[src/rtl/psg_regif_pkg.sv]
package psg_regif_pkg;
  localparam int BYTE_W = 8;
  localparam int ADDR_W = 3;
  localparam int PER_W  = 10;
  localparam int LO_W   = 4;
  localparam int HI_W   = PER_W - LO_W;
  localparam int ATT_W  = 4;
  localparam int NSE_W  = 3;
  localparam int N_TONE = 3;
  localparam int N_ATT  = 4;
  localparam logic [ADDR_W-1:0] ADDR_NOISE = 3'b110;

  typedef enum logic [1:0] {
    ST_IDLE,
    ST_WAIT,
    ST_LOAD,
    ST_DONE
  } acc_state_e;
endpackage

[src/rtl/psg_sync.sv]
module psg_sync #(
  parameter int W      = 2,
  parameter int STAGES = 2
) (
  input  logic         clk_i,
  input  logic         rst_ni,
  input  logic [W-1:0] d_i,
  output logic [W-1:0] q_o
);
  logic [STAGES-1:0][W-1:0] chain_q;

  for (genvar s = 0; s < STAGES; s++) begin : g_stage
    always_ff @(posedge clk_i or negedge rst_ni) begin
      if (!rst_ni)     chain_q[s] <= '1;
      else if (s == 0) chain_q[s] <= d_i;
      else             chain_q[s] <= chain_q[(s == 0) ? 0 : s-1];
    end
  end

  assign q_o = chain_q[STAGES-1];
endmodule

[src/rtl/psg_access_fsm.sv]
module psg_access_fsm
  import psg_regif_pkg::*;
#(
  parameter int LOAD_CYCLES = 32
) (
  input  logic clk_i,
  input  logic rst_ni,
  input  logic ce_s_ni,
  input  logic we_s_ni,
  output logic wr_stb_o,
  output logic ready_o
);
  localparam int CNT_W = $clog2(LOAD_CYCLES + 1);

  acc_state_e state_q, state_d;
  logic [CNT_W-1:0] cnt_q;

  // accept only before this access has loaded a byte
  assign wr_stb_o = !ce_s_ni && !we_s_ni &&
                    (state_q == ST_IDLE || state_q == ST_WAIT);

  always_comb begin
    state_d = state_q;
    unique case (state_q)
      ST_IDLE: if (wr_stb_o) state_d = ST_LOAD;
               else if (!ce_s_ni) state_d = ST_WAIT;
      ST_WAIT: if (wr_stb_o) state_d = ST_LOAD;
               else if (ce_s_ni) state_d = ST_IDLE;
      ST_LOAD: if (cnt_q == CNT_W'(LOAD_CYCLES - 1))
                 state_d = ce_s_ni ? ST_IDLE : ST_DONE;
      ST_DONE: if (ce_s_ni) state_d = ST_IDLE;
      default: state_d = ST_IDLE;
    endcase
  end

  always_ff @(posedge clk_i or negedge rst_ni) begin
    if (!rst_ni) begin
      state_q <= ST_IDLE;
      cnt_q   <= '0;
    end else begin
      state_q <= state_d;
      if (state_q == ST_LOAD) cnt_q <= cnt_q + 1'b1;
      else                    cnt_q <= '0;
    end
  end

  assign ready_o = (state_q == ST_IDLE) || (state_q == ST_DONE);
endmodule

[src/rtl/psg_reg_bank.sv]
module psg_reg_bank
  import psg_regif_pkg::*;
(
  input  logic                    clk_i,
  input  logic                    rst_ni,
  input  logic                    wr_stb_i,
  input  logic [BYTE_W-1:0]       data_i,
  output logic [N_TONE*PER_W-1:0] tone_o,
  output logic [N_ATT*ATT_W-1:0]  atten_o,
  output logic [NSE_W-1:0]        noise_o,
  output logic                    noise_wr_o
);
  logic              is_addr;
  logic [ADDR_W-1:0] lat_q, tgt;

  assign is_addr = data_i[BYTE_W-1];
  assign tgt     = is_addr ? data_i[BYTE_W-2:BYTE_W-1-ADDR_W] : lat_q;

  always_ff @(posedge clk_i or negedge rst_ni) begin
    if (!rst_ni)                  lat_q <= '0;
    else if (wr_stb_i && is_addr) lat_q <= tgt;
  end

  for (genvar t = 0; t < N_TONE; t++) begin : g_tone
    localparam logic [ADDR_W-1:0] MY_ADDR = ADDR_W'(2 * t);
    logic [PER_W-1:0] per_q;
    always_ff @(posedge clk_i or negedge rst_ni) begin
      if (!rst_ni) per_q <= '0;
      else if (wr_stb_i && tgt == MY_ADDR) begin
        if (is_addr) per_q[LO_W-1:0]     <= data_i[LO_W-1:0];
        else         per_q[PER_W-1:LO_W] <= data_i[HI_W-1:0];
      end
    end
    assign tone_o[t*PER_W +: PER_W] = per_q;
  end

  for (genvar a = 0; a < N_ATT; a++) begin : g_att
    localparam logic [ADDR_W-1:0] MY_ADDR = ADDR_W'(2 * a + 1);
    logic [ATT_W-1:0] att_q;
    always_ff @(posedge clk_i or negedge rst_ni) begin
      if (!rst_ni)                         att_q <= '1;
      else if (wr_stb_i && tgt == MY_ADDR) att_q <= data_i[ATT_W-1:0];
    end
    assign atten_o[a*ATT_W +: ATT_W] = att_q;
  end

  always_ff @(posedge clk_i or negedge rst_ni) begin
    if (!rst_ni) begin
      noise_o    <= '0;
      noise_wr_o <= 1'b0;
    end else begin
      noise_wr_o <= wr_stb_i && tgt == ADDR_NOISE;
      if (wr_stb_i && tgt == ADDR_NOISE) noise_o <= data_i[NSE_W-1:0];
    end
  end
endmodule

[src/rtl/psg_regif.sv]
module psg_regif
  import psg_regif_pkg::*;
#(
  parameter int LOAD_CYCLES = 32,
  parameter int SYNC_STAGES = 2
) (
  input  logic                    clk_i,
  input  logic                    rst_ni,
  input  logic                    ce_ni,
  input  logic                    we_ni,
  input  logic [BYTE_W-1:0]       data_i,
  output logic                    ready_o,
  output logic [N_TONE*PER_W-1:0] tone_period_o,
  output logic [N_ATT*ATT_W-1:0]  atten_o,
  output logic [NSE_W-1:0]        noise_ctl_o,
  output logic                    noise_wr_o
);
  logic [1:0] strb_s;
  logic       wr_stb;

  psg_sync #(.W(2), .STAGES(SYNC_STAGES)) u_sync (
    .clk_i (clk_i),
    .rst_ni(rst_ni),
    .d_i   ({ce_ni, we_ni}),
    .q_o   (strb_s)
  );

  psg_access_fsm #(.LOAD_CYCLES(LOAD_CYCLES)) u_fsm (
    .clk_i   (clk_i),
    .rst_ni  (rst_ni),
    .ce_s_ni (strb_s[1]),
    .we_s_ni (strb_s[0]),
    .wr_stb_o(wr_stb),
    .ready_o (ready_o)
  );

  psg_reg_bank u_bank (
    .clk_i     (clk_i),
    .rst_ni    (rst_ni),
    .wr_stb_i  (wr_stb),
    .data_i    (data_i),
    .tone_o    (tone_period_o),
    .atten_o   (atten_o),
    .noise_o   (noise_ctl_o),
    .noise_wr_o(noise_wr_o)
  );
endmodule

[config.mk]
export PLATFORM = sky130hd
export DESIGN_NAME = psg_regif
export DESIGN_NICKNAME = d
export VERILOG_FILES = /design/src/rtl/psg_regif_pkg.sv /design/src/rtl/psg_sync.sv /design/src/rtl/psg_access_fsm.sv /design/src/rtl/psg_reg_bank.sv /design/src/rtl/psg_regif.sv
export SDC_FILE = /design/constraint.sdc
export NUM_CORES = 1
export LEC_CHECK = 0
export CORE_UTILIZATION = 50
export DETAILED_ROUTE_END_ITERATION = 6
export GPL_TIMING_DRIVEN = 0
export PLACE_DENSITY = 0.82
export RECOVER_POWER = 50
export SYNTH_ARGS = -nofsm -noshare
export SYNTH_HDL_FRONTEND = slang
export SYNTH_HIERARCHICAL = 1
export SYNTH_SLANG_ARGS = --single-unit
[constraint.sdc]
create_clock -name clk_i -period 3 [get_ports clk_i]
set_input_delay 0.6 -clock clk_i [delete_from_list [all_inputs] [get_ports clk_i]]
set_output_delay 0.6 -clock clk_i [all_outputs]
set_load 0.1 [all_outputs]
==> results of run 1 <==
[where the power goes]
| part | internal, W | total, W | switching [W] |
|---|---|---|---|
| Combinational | 0.000530 | 0.00204 | 0.00151 |
| Clock | 0.000385 | 0.000707 | 0.000323 |
| Sequential | 0.00112 | 0.00125 | 0.000128 |
| Total | 0.00203 | 0.00400 | 0.00196 |
[flip-flops by register name (all words and copies together), names as in the netlist]
register	cells
u_bank/g_att.att_q	16
u_sync/q_o	2
u_fsm/state_q	2
u_bank/g_tone.per_q	30
u_bank/noise_wr_o	1
u_bank/noise_o	3
u_fsm/cnt_q	6
u_bank/lat_q	3
u_sync/chain_q	2
[cell type report]
type | instances | area, sq um
Sequential cell | 65 | 1650
Tap cell | 72 | 90.1
Clock buffer | 13 | 139
Buffer | 11 | 65.1
Inverter | 4 | 15.0
Multi-Input combinational cell | 109 | 1060
Timing Repair Buffer | 61 | 608
Fill cell | 431 | 1800
Clock inverter | 3 | 45.0
[kinds of logic after synthesis]
group | synth area share, %
buffers and inverters | 3.09
xor gates and xnor gates | 0.928
AOI/OAI and AO/OA | 5.44
adders and majority gates | 2.21
muxes | 22.1
and+or+nand+nor | 7.91
DFF | 58.3
[cells in the final DEF (no fill, tap or decap), drive strengths merged, types with 4 or more instances in the layout]
master / instances
ha: 5
mux2: 54
dfstp: 20
clkdlybuf4s50: 56
and2: 4
nor2: 4
o211ai: 6
buf: 6
clkbuf: 19
dfrtp: 45
inv: 4
[per-stage QoR]
stage / hold WS [ns] / area, sq um
floorplan: 0.304 / 2830
global placement: 0.348 / 3530
detailed placement: 0.352 / 3530
CTS: 0.349 / 3710
global route: 0.359 / 3680
finish: 0.351 / 3680
[layer usage]
metal,vias up,part of all wire (%),GRT usage [%]
met5,-,0,0
met4,0,1.4,7.36
met3,9,7.1,10.2
met2,40,49,32.8
met1,902,42,24.4
li1,821,-,-
[synthesized netlist by cell type (2+ instances only)]
library cell / number / area [sq um]
and2_1: 4 / 25.0
and4bb_2: 2 / 25.0
buf_4: 4 / 30.0
buf_6: 2 / 22.5
clkbuf_1: 3 / 11.3
dfrtp_1: 45 / 1130
dfstp_2: 20 / 526
ha_1: 5 / 62.6
inv_1: 4 / 15.0
mux2_2: 52 / 586
nand2_1: 2 / 7.51
nand3_1: 2 / 10.0
nand4_1: 2 / 12.5
nand4b_1: 2 / 17.5
nor2_1: 4 / 15.0
o211ai_2: 6 / 75.1
o21ai_0: 3 / 15.0
or3b_1: 2 / 17.5
xnor2_1: 2 / 17.5
[how the worst max path moves through the flow]
stage	to	depth (start not counted)
5_1_grt	atten_o[13]	1
2_1_floorplan	ready_o	3
6_report	atten_o[13]	1
3_3_place_gp	u_bank/g_tone[0].per_q[7]	1
4_1_cts	ready_o	4
3_5_place_dp	ready_o	4
[repair_timing]
| action | 4_1_cts | 5_1_grt |
|---|---|---|
| gates resized for setup | 0 | 1 |
| endpoints found under the setup margin | 0 | 1 |
| buffers inserted | 0 | 0 |
==> metrics, run 1 <==
Reg2Reg Depth=6; clock skew=0.00964 ns; chip width=77.3 microns; critical-path maximum fanout=2; Clock transition at path regs=0.07 ns; Post-synth EDFFs=0; post-layout min period=2.63 ns; placer congestion estimate=0.812; Post-Syn Nets=206; delay-heaviest family, CP=buffers and inverters; CTS Root Cell=clkbuf_8; worst reg2reg endpoint=u_bank/g_tone[2].per_q[6]; port buffer count=61; CP Cell Sequence=clkdlybuf4s50_1; dpl ws=0.437 ns; total wire length=5.52 mm; Final Hold Violating Endpoints=0; Slowest-stage cell, CP=clkdlybuf4s50_1; H-tree Lvls=3; Synth Register Bits=65; vias in the first global route=1890; Syn. warnings=6; WL/cell=16.3 microns; final worst setup slack=0.368 ns; setup_tns=0 ns; Post-Syn Instances=189; Core Area=0.00547 sq mm; relative slew slack=-2.87%; Setup Crit Path Kind=flip-flop to primary output; crit path DAT=2.03 ns; CTS tree=built; Worst Hold End=u_sync/q_o[1]; clock buffer count from CTS=9; TritonRoute pass-1 iters=4; n_diodes=0; Die Y=77.3 microns; CP endpoint kind=primary output; pwr dens=1090 mW/mm^2; Unique masters post-synth=42; worst slew pin tran=1.54 ns; largest net degree at the start of global routing=66; Worst Setup SP=u_bank/g_att[3].att_q[1]; Initial DRC Count=52; Tot Pwr=0.00400 W; R2R Path Start=u_fsm/state_q[0]; DR DRC count=0; final std cells w/o fill=338; critical path launch point type=flip-flop; max-slew violations=66; die area=0.00597 sq mm; hold_buf cts=0; post-layout util=67.2%; crit-path max cell delay=1.14 ns; Skew-Pair Late Insertion Delay=0.35 ns; Final ANT Viol Nets=0; Detailed Place HPWL=3.72 mm; initial antenna violation count=0; layout cells sized above 1=38.0%; Max Fclk=380 MHz; RSZ-0062 raised after global routing=no; Seq/Total Area, Yosys=58.3%; CTS Buffer Depth=2; Hold Startpoint=u_sync/chain_q[1]; Hold Path Class=flip-flop to flip-flop; max cap viols=1; area grow syn2layout=29.9%; clk sinks=65; total global routing overflow=0; P_leak=1.64 nW; row count=27; ys flop type=dfrtp_1; Tcrit/Tclk final=87.7%; vias=1772; failing checks=max-capacitance violations, max-slew violations; final net count=278; Mapped Area=0.00283 sq mm; global-route wire length before repair=9.06 mm; r2r setup slk=0.73 ns; Final setup viols=0; Critical path buffers and inverters=1; GR Util All Layers=20.8%; Via density=5.24; Peak supply drop=0.000658 V; Avg Synthesized Cell Area=15.0 sq um; Worst Path Required=2.40 ns; placed cells=322; run status=finished, violations left; Hold Path Cell Cnt=0; I/O pin total=63; Starting Density=51.7%; Synth async-reset ratio=100%
Power figures use the tool's default switching activity.
==> run 2, diff against run 1 <==
--- a/config.mk
+++ b/config.mk
@@ -5,10 +5,9 @@
 export SDC_FILE = /design/constraint.sdc
 export NUM_CORES = 1
 export LEC_CHECK = 0
-export CORE_UTILIZATION = 50
+export CORE_UTILIZATION = 30
 export DETAILED_ROUTE_END_ITERATION = 6
-export GPL_TIMING_DRIVEN = 0
-export PLACE_DENSITY = 0.82
+export PLACE_DENSITY = 0.55
 export RECOVER_POWER = 50
 export SYNTH_ARGS = -nofsm -noshare
 export SYNTH_HDL_FRONTEND = slang
==> metrics, run 2 (same netlist as run 1, synthesis figures left out) <==
Psw=0.00205 W (+4.3%); Most flops, register=u_bank/g_tone.per_q; clock skew=0.0132 ns (+0.00351 ns); die area=0.00983 sq mm (+65%); Setup Crit Path Kind=flip-flop to primary output; Post-CTS Setup Inserts=0 (unchanged); M2 GR Usage=20.7% (-12 points); area grow syn2layout=26.3%; hold_buf cts=0 (unchanged); final std cells w/o fill=371 (+9.8%); Worst Path Required=2.40 ns (about the same); GRT busiest layer=met2; crit-path max cell delay=0.87 ns (-0.27 ns); Final ANT Viol Nets=0 (unchanged); vias in the first global route=1875 (-0.79%); n_diodes=0 (unchanged); area of the multi-input gates=0.00109 sq mm (+2.7%); crit path DAT=1.58 ns (-0.45 ns); delay-heaviest family, CP=buffers and inverters; CTS Root Cell=clkbuf_8; Comb pwr share=49.1% (-2.0 points); Critical path buffers and inverters=1 (unchanged); Skew-Pair Late Insertion Delay=0.35 ns (about the same); clock buffer count from CTS=9 (unchanged); Initial DRC Count=24 (-54%); max cap viols=1 (unchanged); Core Area=0.00920 sq mm (+68%); most common cell after layout, fill and taps aside=mux2_2; initial antenna violation count=0 (unchanged); Int Pwr=0.00197 W (-3.1%); R2R Path Start=u_fsm/state_q[1]; chip width=99.2 microns (+28%); vias=1772 (unchanged); H-tree Lvls=3 (unchanged); Max Fclk=459 MHz (+21%); met1 usage=16.6% (-7.8 points); critical path launch point type=flip-flop; placer congestion estimate=0.712 (-12%); fill count=897 (+110%); placed cells=355 (+10%); most frequent cells in the layout=mux2_2 (52), dfrtp_1 (45), buf_4 (38); global-route wire length before repair=9.74 mm (+7.5%); Critical Path Sink=tone_period_o[24]; RSZ-0062 raised after global routing=no; Reg2Reg Depth=6 (unchanged); run status=finished, violations left; DR DRC count=0 (unchanged); WL/cell=16.5 microns (+0.79%); worst slew pin tran=1.54 ns (+0.000878 ns); I/O pin total=63 (unchanged); post-layout min period=2.18 ns (-0.452 ns); Slowest-stage cell, CP=clkbuf_1; met3 Usage GRT=4.99% (-5.2 points); critical path depth=1 (unchanged); failing checks=max-capacitance violations, max-slew violations; layout cells sized above 1=54.6% (+17 points); Peak supply drop=0.000535 V (-19%); relative slew slack=-2.93% (-0.059 points); GR Util All Layers=13.3% (-7.4 points); total global routing overflow=0 (unchanged); critical-path maximum fanout=2 (unchanged); Final setup viols=0 (unchanged); Die Y=99.2 microns (+28%); worst reg2reg endpoint=u_bank/g_tone[0].per_q[1]; Clock transition at path regs=0.08 ns (about the same); port buffer count=62 (+1.6%); Sw Ratio=51.0% (+1.8 points); CP endpoint kind=primary output; pwr dens=1120 mW/mm^2 (+3.4%); Clock Power Share=19.7% (+2.0 points); TritonRoute pass-1 iters=4 (unchanged); setup_tns=0 ns (unchanged); CP Cell Sequence=clkbuf_1; Starting Density=30.8% (-21 points); Hold Path Class=flip-flop to flip-flop; row count=35 (+30%); Sequential Area=0.00165 sq mm (unchanged); largest net degree at the start of global routing=28 (-58%); Detailed Place HPWL=4.11 mm (+10%); Via density=4.78 (-8.9%); top flop regs=u_bank/g_tone.per_q x30, u_bank/g_att.att_q x16, u_fsm/cnt_q x6; part of the power in registers=31.2% (about the same); CTS tree=built; P_leak=1.70 nW (+3.4%); CTS resizes=0 (unchanged); Worst Hold Slack=0.360 ns (+0.00908 ns); Worst Setup SP=u_bank/g_tone[2].per_q[4]; max-slew violations=27 (-59%); clk sinks=65 (unchanged); Tcrit/Tclk final=72.7% (-15 points); final net count=272 (-2.2%); number of flip-flops in the largest register=30 (unchanged); CTS Buffer Depth=2 (unchanged); total wire length=6.11 mm (+11%); r2r setup slk=1.03 ns (+0.30 ns); Final Hold Violating Endpoints=0 (unchanged)
-- run 2: changes by cell type in the layout (fill, tap and decap cells not counted), sizes merged, moves of 2 or more --
cell,delta
clkinv,+2
inv,+3
clkdlybuf4s50,-48
buf,+33
clkbuf,+7
-- run 2: stage by stage --
stage / total power (W) / setup WS [ns] / util, % / cell area [sq um]
2_1_floorplan: 0.00288 / 1.09 / - / 2830
3_3_place_gp: 0.00327 / 0.588 / 37.3 / 3430
3_5_place_dp: 0.00329 / 0.560 / 37.3 / 3430
4_1_cts: 0.00410 / 0.880 / 39.6 / 3640
5_1_grt: 0.00418 / 0.618 / 38.9 / 3580
6_report: 0.00402 / 0.820 / 38.9 / 3580
-- run 2: worst register-to-register path, stage by stage, from the launching register on --
cell      delay [ns]
dfrtp_1         0.42
inv_1           0.12
ha_1            0.29
o21a_1          0.24
buf_4           0.22
nand4b_1        0.24
mux2_2          0.34
-- run 2: worst min-delay path by stage --
stage | start | to | depth (start not counted)
final | u_sync/chain_q[1] | u_sync/q_o[1] | 0
after global placement | u_sync/chain_q[1] | u_sync/q_o[1] | 0
after floorplan | rst_ni | u_bank/g_tone[0].per_q[0] | 0
after CTS | rst_ni | u_fsm/cnt_q[1] | 1
after global routing | u_sync/chain_q[1] | u_sync/q_o[1] | 0
after detailed placement | u_sync/chain_q[1] | u_sync/q_o[1] | 0
-- run 2: area by class of cell --
type / count / area share [%]
sequential: 65 / 46.2
multi-input combinational: 109 / 30.5
timing repair buffer: 66 / 13.1
tap: 111 / 3.88
clock buffer: 9 / 3.46
clock inverter: 7 / 2.41
inverter: 4 / 0.420
-- run 2: power by group through the flow --
stage	logic [W]	clock network [W]	registers, W
after global routing	0.00204	0.000859	0.00128
after global placement	0.00201	0	0.00127
after CTS	0.00202	0.000825	0.00126
after floorplan	0.000521	0	0.00236
final	0.00197	0.000793	0.00125
after detailed placement	0.00201	0	0.00127
-- run 2: per-layer routing --
layer | routed length (microns) | up-vias
li1 | - | 813
met1 | 2750 | 904
met2 | 2890 | 47
met3 | 382 | 8
met4 | 93 | 0
met5 | 0 | -
